--- src/rtl/rxpf_pkg.sv ---
package rxpf_pkg;

  typedef enum logic {
    MODE_INT = 1'b0,  // long packet
    MODE_EXT = 1'b1   // short packet
  } pkt_mode_e;

  typedef struct packed {
    logic sync;
    logic dv;
    logic ok;
  } out_flags_t;

endpackage

--- src/rtl/rxpf_pos_ctr.sv ---
module rxpf_pos_ctr
  import rxpf_pkg::*;
#(
  parameter int unsigned LEN_EXT = 240,
  parameter int unsigned LEN_INT = 255,
  parameter int unsigned PAR_LEN = 16,
  parameter int unsigned POS_W   = 8
) (
  input  logic      clk_i,
  input  logic      rst_ni,
  input  logic      vld_i,
  input  pkt_mode_e mode_i,
  output logic      first_o,
  output logic      payload_o
);

  localparam logic [POS_W-1:0] LAST_EXT = POS_W'(LEN_EXT - 1);
  localparam logic [POS_W-1:0] LAST_INT = POS_W'(LEN_INT - 1);
  localparam logic [POS_W-1:0] PAR_W    = POS_W'(PAR_LEN);

  logic [POS_W-1:0] pos_q, last_q, last_mode, last_cur;

  assign last_mode = (mode_i == MODE_EXT) ? LAST_EXT : LAST_INT;
  assign first_o   = (pos_q == '0);
  // mode only counts at packet start
  assign last_cur  = first_o ? last_mode : last_q;
  assign payload_o = !first_o && (pos_q <= (last_cur - PAR_W));

  always_ff @(posedge clk_i or negedge rst_ni) begin
    if (!rst_ni) begin
      pos_q  <= '0;
      last_q <= LAST_INT;
    end else if (vld_i) begin
      last_q <= last_cur;
      pos_q  <= (pos_q == last_cur) ? '0 : pos_q + POS_W'(1);
    end
  end

endmodule

--- src/rtl/rxpf_flag_stage.sv ---
module rxpf_flag_stage
  import rxpf_pkg::*;
#(
  parameter int unsigned BYTE_W = 8
) (
  input  logic              clk_i,
  input  logic              rst_ni,
  input  logic              vld_i,
  input  logic [BYTE_W-1:0] data_i,
  input  logic              ok_i,
  input  logic              first_i,
  input  logic              payload_i,
  output logic              stg_vld_o,
  output logic [BYTE_W-1:0] stg_data_o,
  output out_flags_t        stg_flags_o
);

  always_ff @(posedge clk_i or negedge rst_ni) begin
    if (!rst_ni) begin
      stg_vld_o   <= 1'b0;
      stg_data_o  <= '0;
      stg_flags_o <= '0;
    end else begin
      stg_vld_o <= vld_i;
      if (vld_i) begin
        stg_data_o       <= data_i;
        stg_flags_o.sync <= first_i;
        stg_flags_o.dv   <= payload_i;
        // status latched once per packet
        if (first_i) stg_flags_o.ok <= ok_i;
      end
    end
  end

endmodule

--- src/rtl/rxpf_out_drv.sv ---
module rxpf_out_drv
  import rxpf_pkg::*;
#(
  parameter int unsigned BYTE_W = 8
) (
  input  logic              clk_i,
  input  logic              rst_ni,
  input  logic              stg_vld_i,
  input  logic [BYTE_W-1:0] stg_data_i,
  input  out_flags_t        stg_flags_i,
  output logic              gate_o,
  output logic              out_clk_o,
  output logic [BYTE_W-1:0] out_data_o,
  output out_flags_t        out_flags_o
);

  // launch on the falling edge: gate settles while clk is low
  always_ff @(negedge clk_i or negedge rst_ni) begin
    if (!rst_ni) begin
      gate_o      <= 1'b0;
      out_data_o  <= '0;
      out_flags_o <= '0;
    end else begin
      gate_o <= stg_vld_i;
      if (stg_vld_i) begin
        out_data_o  <= stg_data_i;
        out_flags_o <= stg_flags_i;
      end
    end
  end

  assign out_clk_o = clk_i & gate_o;

endmodule

--- src/rtl/rx_pkt_flagger.sv ---
module rx_pkt_flagger
  import rxpf_pkg::*;
#(
  parameter int unsigned BYTE_W  = 8,
  parameter int unsigned LEN_EXT = 240,
  parameter int unsigned LEN_INT = 255,
  parameter int unsigned PAR_LEN = 16
) (
  input  logic              clk_i,
  input  logic              rst_ni,
  input  logic              ext_sync_i,
  input  logic              dec_vld_i,
  input  logic [BYTE_W-1:0] dec_byte_i,
  input  logic              dec_ok_i,
  output logic              out_clk_o,
  output logic [BYTE_W-1:0] out_byte_o,
  output logic              out_sync_o,
  output logic              out_dv_o,
  output logic              out_ok_o
);

  localparam int unsigned LEN_MAX = (LEN_INT > LEN_EXT) ? LEN_INT : LEN_EXT;
  localparam int unsigned POS_W   = $clog2(LEN_MAX);

  logic              is_first, is_payload;
  logic              stg_vld;
  logic [BYTE_W-1:0] stg_data;
  out_flags_t        stg_flags;
  out_flags_t        out_flags;
  logic              out_gate;

  rxpf_pos_ctr #(
    .LEN_EXT(LEN_EXT),
    .LEN_INT(LEN_INT),
    .PAR_LEN(PAR_LEN),
    .POS_W  (POS_W)
  ) u_pos (
    .clk_i    (clk_i),
    .rst_ni   (rst_ni),
    .vld_i    (dec_vld_i),
    .mode_i   (pkt_mode_e'(ext_sync_i)),
    .first_o  (is_first),
    .payload_o(is_payload)
  );

  rxpf_flag_stage #(.BYTE_W(BYTE_W)) u_stage (
    .clk_i      (clk_i),
    .rst_ni     (rst_ni),
    .vld_i      (dec_vld_i),
    .data_i     (dec_byte_i),
    .ok_i       (dec_ok_i),
    .first_i    (is_first),
    .payload_i  (is_payload),
    .stg_vld_o  (stg_vld),
    .stg_data_o (stg_data),
    .stg_flags_o(stg_flags)
  );

  rxpf_out_drv #(.BYTE_W(BYTE_W)) u_drv (
    .clk_i      (clk_i),
    .rst_ni     (rst_ni),
    .stg_vld_i  (stg_vld),
    .stg_data_i (stg_data),
    .stg_flags_i(stg_flags),
    .gate_o     (out_gate),
    .out_clk_o  (out_clk_o),
    .out_data_o (out_byte_o),
    .out_flags_o(out_flags)
  );

  assign out_sync_o = out_flags.sync;
  assign out_dv_o   = out_flags.dv;
  assign out_ok_o   = out_flags.ok;

endmodule

--- config.mk ---
export PLATFORM = sky130hd
export DESIGN_NAME = rx_pkt_flagger
export DESIGN_NICKNAME = d
export VERILOG_FILES = /design/src/rtl/rxpf_pkg.sv /design/src/rtl/rxpf_pos_ctr.sv /design/src/rtl/rxpf_flag_stage.sv /design/src/rtl/rxpf_out_drv.sv /design/src/rtl/rx_pkt_flagger.sv
export SDC_FILE = /design/constraint.sdc
export NUM_CORES = 1
export LEC_CHECK = 0
export ABC_AREA = 1
export BUFFER_PORTS_ARGS = -buffer_cell sky130_fd_sc_hd__buf_2
export CAP_MARGIN = 20
export CORE_MARGIN = 2
export CORE_UTILIZATION = 51
export DETAILED_ROUTE_END_ITERATION = 12
export HOLD_SLACK_MARGIN = 0.15
export PLACE_DENSITY = 0.74
export SLEW_MARGIN = 5
export SYNTH_ARGS = -nofsm -noshare
export SYNTH_HDL_FRONTEND = slang
export SYNTH_SLANG_ARGS = --single-unit
export TNS_END_PERCENT = 20
--- constraint.sdc ---
create_clock -name clk_i -period 2.3 [get_ports clk_i]
set_input_delay 0 -clock clk_i [delete_from_list [all_inputs] [get_ports clk_i]]
set_output_delay 0 -clock clk_i [all_outputs]
set_load 0.01 [all_outputs]
======== Yosys cells after proc, flatten, opt, wreduce, memory -nomap -nowiden ========
Cells that the tools add are included.
W data, S select, Z words.
cells by class
  shift operators ......................... 0
  bitwise logic cells ..................... 1
  multiply operators ...................... 0
  multiplexer cells ....................... 3
  equal/unequal tests ..................... 1
  reductions and logical operators ........ 4
  add/sub/neg operators ................... 2
  div/mod/pow operators ................... 0
  magnitude comparators ................... 1
operators with widths
  cell                   number
  $mux W8                2
  $add A8 B1 Y8 const B  1
  $eq A8 B8 Y1           1
  $le A8 B8 Y1           1
  $logic_not A8 Y1       1
  $sub A8 B5 Y8 const B  1
  $mux W5                1
  $reduce_and A2 Y1      1
  $and A1 B1 Y1          1
  $logic_and A1 B1 Y1    1
  $logic_not A1 Y1       1
storage, ports and cells
  memories kept ........................... 0
  bits in latches ......................... 0
  bits in writable memories ............... 0
  output and inout port bits .............. 12
  logic and storage cells ................. 24
  register bits after elaboration ......... 40
  bits in read-only memories .............. 0

======== Longest topological paths before layout ========
  word-level depth ........................ 5
  mapped depth ............................ 18
  depth with buffers taken out ............ 18

======== Cells and area by module ========
Synthesis repeated with hierarchy kept, for this count alone.
unflattened totals
  cells, all modules ...................... 243
  area, all modules ....................... 2,097.0 µm²
by module, submodules not included
  module           area each (µm²)  instances  cells an instance
  rxpf_pos_ctr     1,143.6          1          146
  rxpf_flag_stage  499.2            1          47
  rxpf_out_drv     454.2            1          50

==> flow_summary_export.csv <==
group,metric,value,unit
global_routing,grt_max_degree,23,
worst_setup_path,reg2reg_slack,0.03,ns
logic_synthesis,synth_cell_types,29,
clocking,clkTransAtPathRegs,0.08,ns
power_and_ir_drop,switching_share,33.0,%
placed_design,globalplace.congestion,0.895,
power_and_ir_drop,ir_drop,0.000435,V
die,die-area,0.00445,mm^2
route,drc,0,
logic_synthesis,synth_area,0.00201,mm^2
power_and_ir_drop,power.total,2.47,mW
power_and_ir_drop,power_frac_comb,32.2,%
power_and_ir_drop,switching_power,814,uW
sta,rsz0062_at_grt,"yes",
final_layout,layout-drive-gt1-share,33.8,%
route,first_pass_iters,4,
logic_synthesis,netlist.area_leader.share,26.2,%
power_and_ir_drop,pwr-share-seq,36.3,%
sta,period_share,98.8,%
global_routing,grt.total_usage,23.4,%
sta,whs,0.350,ns
placed_design,port_buffers,24,
die,num_rows,22,
logic_synthesis,yosysWarnings,0,
global_routing,gr-total-overflow,0,
status,outcome,"finished, final reports clean",
min_path,hold_class,"input port to register",
route,viasPerCell,4.89,
sta,fmax,440,MHz
sta,min_period,2.27,ns
sta,slew_headroom,69.6,%
logic_synthesis,synthArstFlopShare,100,%
clocking,clk_latency,0.42,ns
worst_setup_path,max_stage_delay,0.41,ns
power_and_ir_drop,p_int,1.65,mW
final_layout,syn2layout_area_growth,36.6,%
placed_design,dpl_cell_area,0.00228,mm^2
global_routing,antenna_found_initial,0,
worst_setup_path,startpoint,"u_pos.pos_q[1]$_DFFE_PN0P_",
sta,tightest_slew,0.457,ns
logic_synthesis,synth-seq-cells,40,
global_routing,grt_pass1_wl,7340,um
logic_synthesis,ys_top_cells_by_count,"nand2_1, inv_1, dfrtp_1, nor2_1",
logic_synthesis,avgSynthCellArea,9.29,um^2
die,io_pins,25,
final_layout,finish.instance_area,0.00274,mm^2
power_and_ir_drop,clock_power_share,31.5,%
worst_setup_path,r2r-end,"u_pos.pos_q[5]$_DFFE_PN0P_",
logic_synthesis,synth_area_leader_cell,"dfrtp_1",
route,wirelength,4660,um
sta,setup_viol,0,
worst_setup_path,regToRegStartpoint,"u_pos.pos_q[1]$_DFFE_PN0P_",
worst_setup_path,worstRegToRegCells,15,
final_layout,fin_nets,311,
final_layout,final_cells,335,
worst_setup_path,slowest_stage,"dfrtp_1",
logic_synthesis,synthTopCellsByArea,"dfrtp_1, dfrtn_1, nand2_1",
route,routedWlPerCell,13.9,um
clocking,cts_tree,"built",
worst_setup_path,required,2.61,ns
final_layout,fillers,256,
logic_synthesis,syn_nets,241,
die,start_util,54.0,%
route,vias,1639,
route,ant_nets,0,
route,drtIter0Drc,124,
worst_setup_path,setup.worst_path.class,"register to register",
die,die_w,66.7,um
worst_setup_path,cp-end-kind,"register",
logic_synthesis,yosysMostFrequentCell,"nand2_1",
worst_setup_path,critPathLaunchType,"register",
run,drv_cap,0,
final_layout,antenna_cells,0,
logic_synthesis,synth_edf_count,0,
sta,fin_skew,0.0215,ns
sta,hold_viol_final,0,
worst_setup_path,worstPathArrival,2.58,ns
logic_synthesis,synth_top_flop_cell,"dfrtp_1",
worst_setup_path,critical_path_peak_fanout,6,
die,core_region_area,0.00372,mm^2
logic_synthesis,syn_inst,216,
power_and_ir_drop,p_leak,1.47,nW
global_routing,grt_pass1_vias,1599,
worst_setup_path,crit_path_end,"u_pos.pos_q[5]$_DFFE_PN0P_",
placed_design,placed_cells,300,
sta,drv_slew,0,
logic_synthesis,seq_area_frac_synth,50.3,%
placed_design,place.detailed.hpwl,2840,um
worst_setup_path,path_cells,"inv_2, ha_4, nand2_4, nor2_4, nand2_4, inv_4, nor2_1, ha_1, nand2_1, nor2_2, nand4_1, a21oi_4, nand4_4, nand2_1, inv_1",
power_and_ir_drop,p_per_area,901,mW/mm^2
die,die_h,66.7,um
## what timing repair did
item	in CTS	in global routing
pin swaps	0	14
resized for setup	1	12
endpoints found under the setup margin	8	9
setup buffers	0	2
hold buffers	22	0
endpoints found under the hold margin	40	0
## state kept, by name (all words and copies together), names as in the netlist
name and flops:
u_stage.stg_vld_o 1, u_stage.stg_data_o 8, u_drv.gate_o 1, u_pos.pos_q 8, u_drv.out_flags_o 3, u_pos.last_q 8, u_drv.out_data_o 8, u_stage.stg_flags_o 3
## per-layer routing
layer	vias up	GRT usage [%]	wire length, um
met5	-	0	0
met1	776	27.8	1980
met3	18	7.09	177
met2	39	36.6	2310
li1	806	-	-
met4	0	15.1	192
## placed cells by master (no fill, tap or decap), types with 6 or more instances in the layout
cell type      Yosys  routed
buf_2              2      24
buf_4              0      17
clkbuf_8           0       9
dfrtn_1           12      12
dfrtp_1           21      21
dfstp_2            7       7
dlygate4sd3_1      0      22
ha_1              12       9
inv_1             26      23
inv_2              4       6
mux2_2            11      11
nand2_1           68      67
nor2_1            16      15
xor2_1             7       7
## how the worst min path moves through the flow
stage / depth (start not counted) / startpoint / slack (ns) / endpoint
6_report: 4 / dec_ok_i / 0.35 / u_stage.stg_flags_o[0]$_DFFE_PN0P_
5_1_grt: 4 / dec_ok_i / 0.38 / u_stage.stg_flags_o[0]$_DFFE_PN0P_
3_3_place_gp: 1 / rst_ni / 0.02 / u_stage.stg_data_o[7]$_DFFE_PN0P_
3_5_place_dp: 1 / rst_ni / 0.01 / u_stage.stg_data_o[1]$_DFFE_PN0P_
2_1_floorplan: 0 / rst_ni / -0.30 / u_pos.last_q[0]$_DFFE_PN0P_
4_1_cts: 4 / dec_ok_i / 0.35 / u_stage.stg_flags_o[0]$_DFFE_PN0P_
## logic make-up after synthesis
logic type	count (synthesis)	synth area share, %
adders and majority gates	12	7.49
DFF	40	50.3
xor gates and xnor gates	8	3.49
muxes	11	6.18
buffers and inverters	33	6.30
and+or+nand+nor	104	23.5
AOI/OAI and AO/OA	8	2.74
## power by group through the flow
stage          combinational [mW]  clock [mW]  sequential [mW]
2_1_floorplan               0.379      0.0130            0.936
3_3_place_gp                0.638      0.0206            0.899
3_5_place_dp                0.659      0.0206            0.905
4_1_cts                     0.699       0.779            0.892
5_1_grt                     0.889       0.829            0.910
6_report                    0.794       0.777            0.897
## per-stage QoR
stage	TNS [ns]	util, %	worst slack (ns)
final	0	73.7	0.0281
after global routing	-0.626	73.7	-0.0887
after CTS	0	71.8	0.0334
after detailed placement	0	61.5	0.0275
after global placement	0	61.5	0.0822
after floorplan	0	-	0.0450
## area by class of cell
| cell class | count | area, um^2 | share of cell area [%] |
|---|---|---|---|
| Sequential cell | 40 | 1010 | 36.8 |
| Tap cell | 48 | 60.1 | 2.19 |
| Clock inverter | 3 | 42.5 | 1.55 |
| Clock buffer | 10 | 129 | 4.70 |
| Multi-Input combinational cell | 143 | 925 | 33.7 |
| Timing Repair Buffer | 62 | 463 | 16.9 |
| Inverter | 29 | 111 | 4.06 |
## worst max-delay path, delay by kind of cell, from the launching register on
family	cells	cell delay, ns
flip-flops	1	0.41
adder cells (fa/ha/maj)	2	0.46
buffers and inverters	3	0.21
AND/OR/NAND/NOR	9	0.94
AO/OA/AOI/OAI	1	0.18
Power figures use the tool's default switching activity.
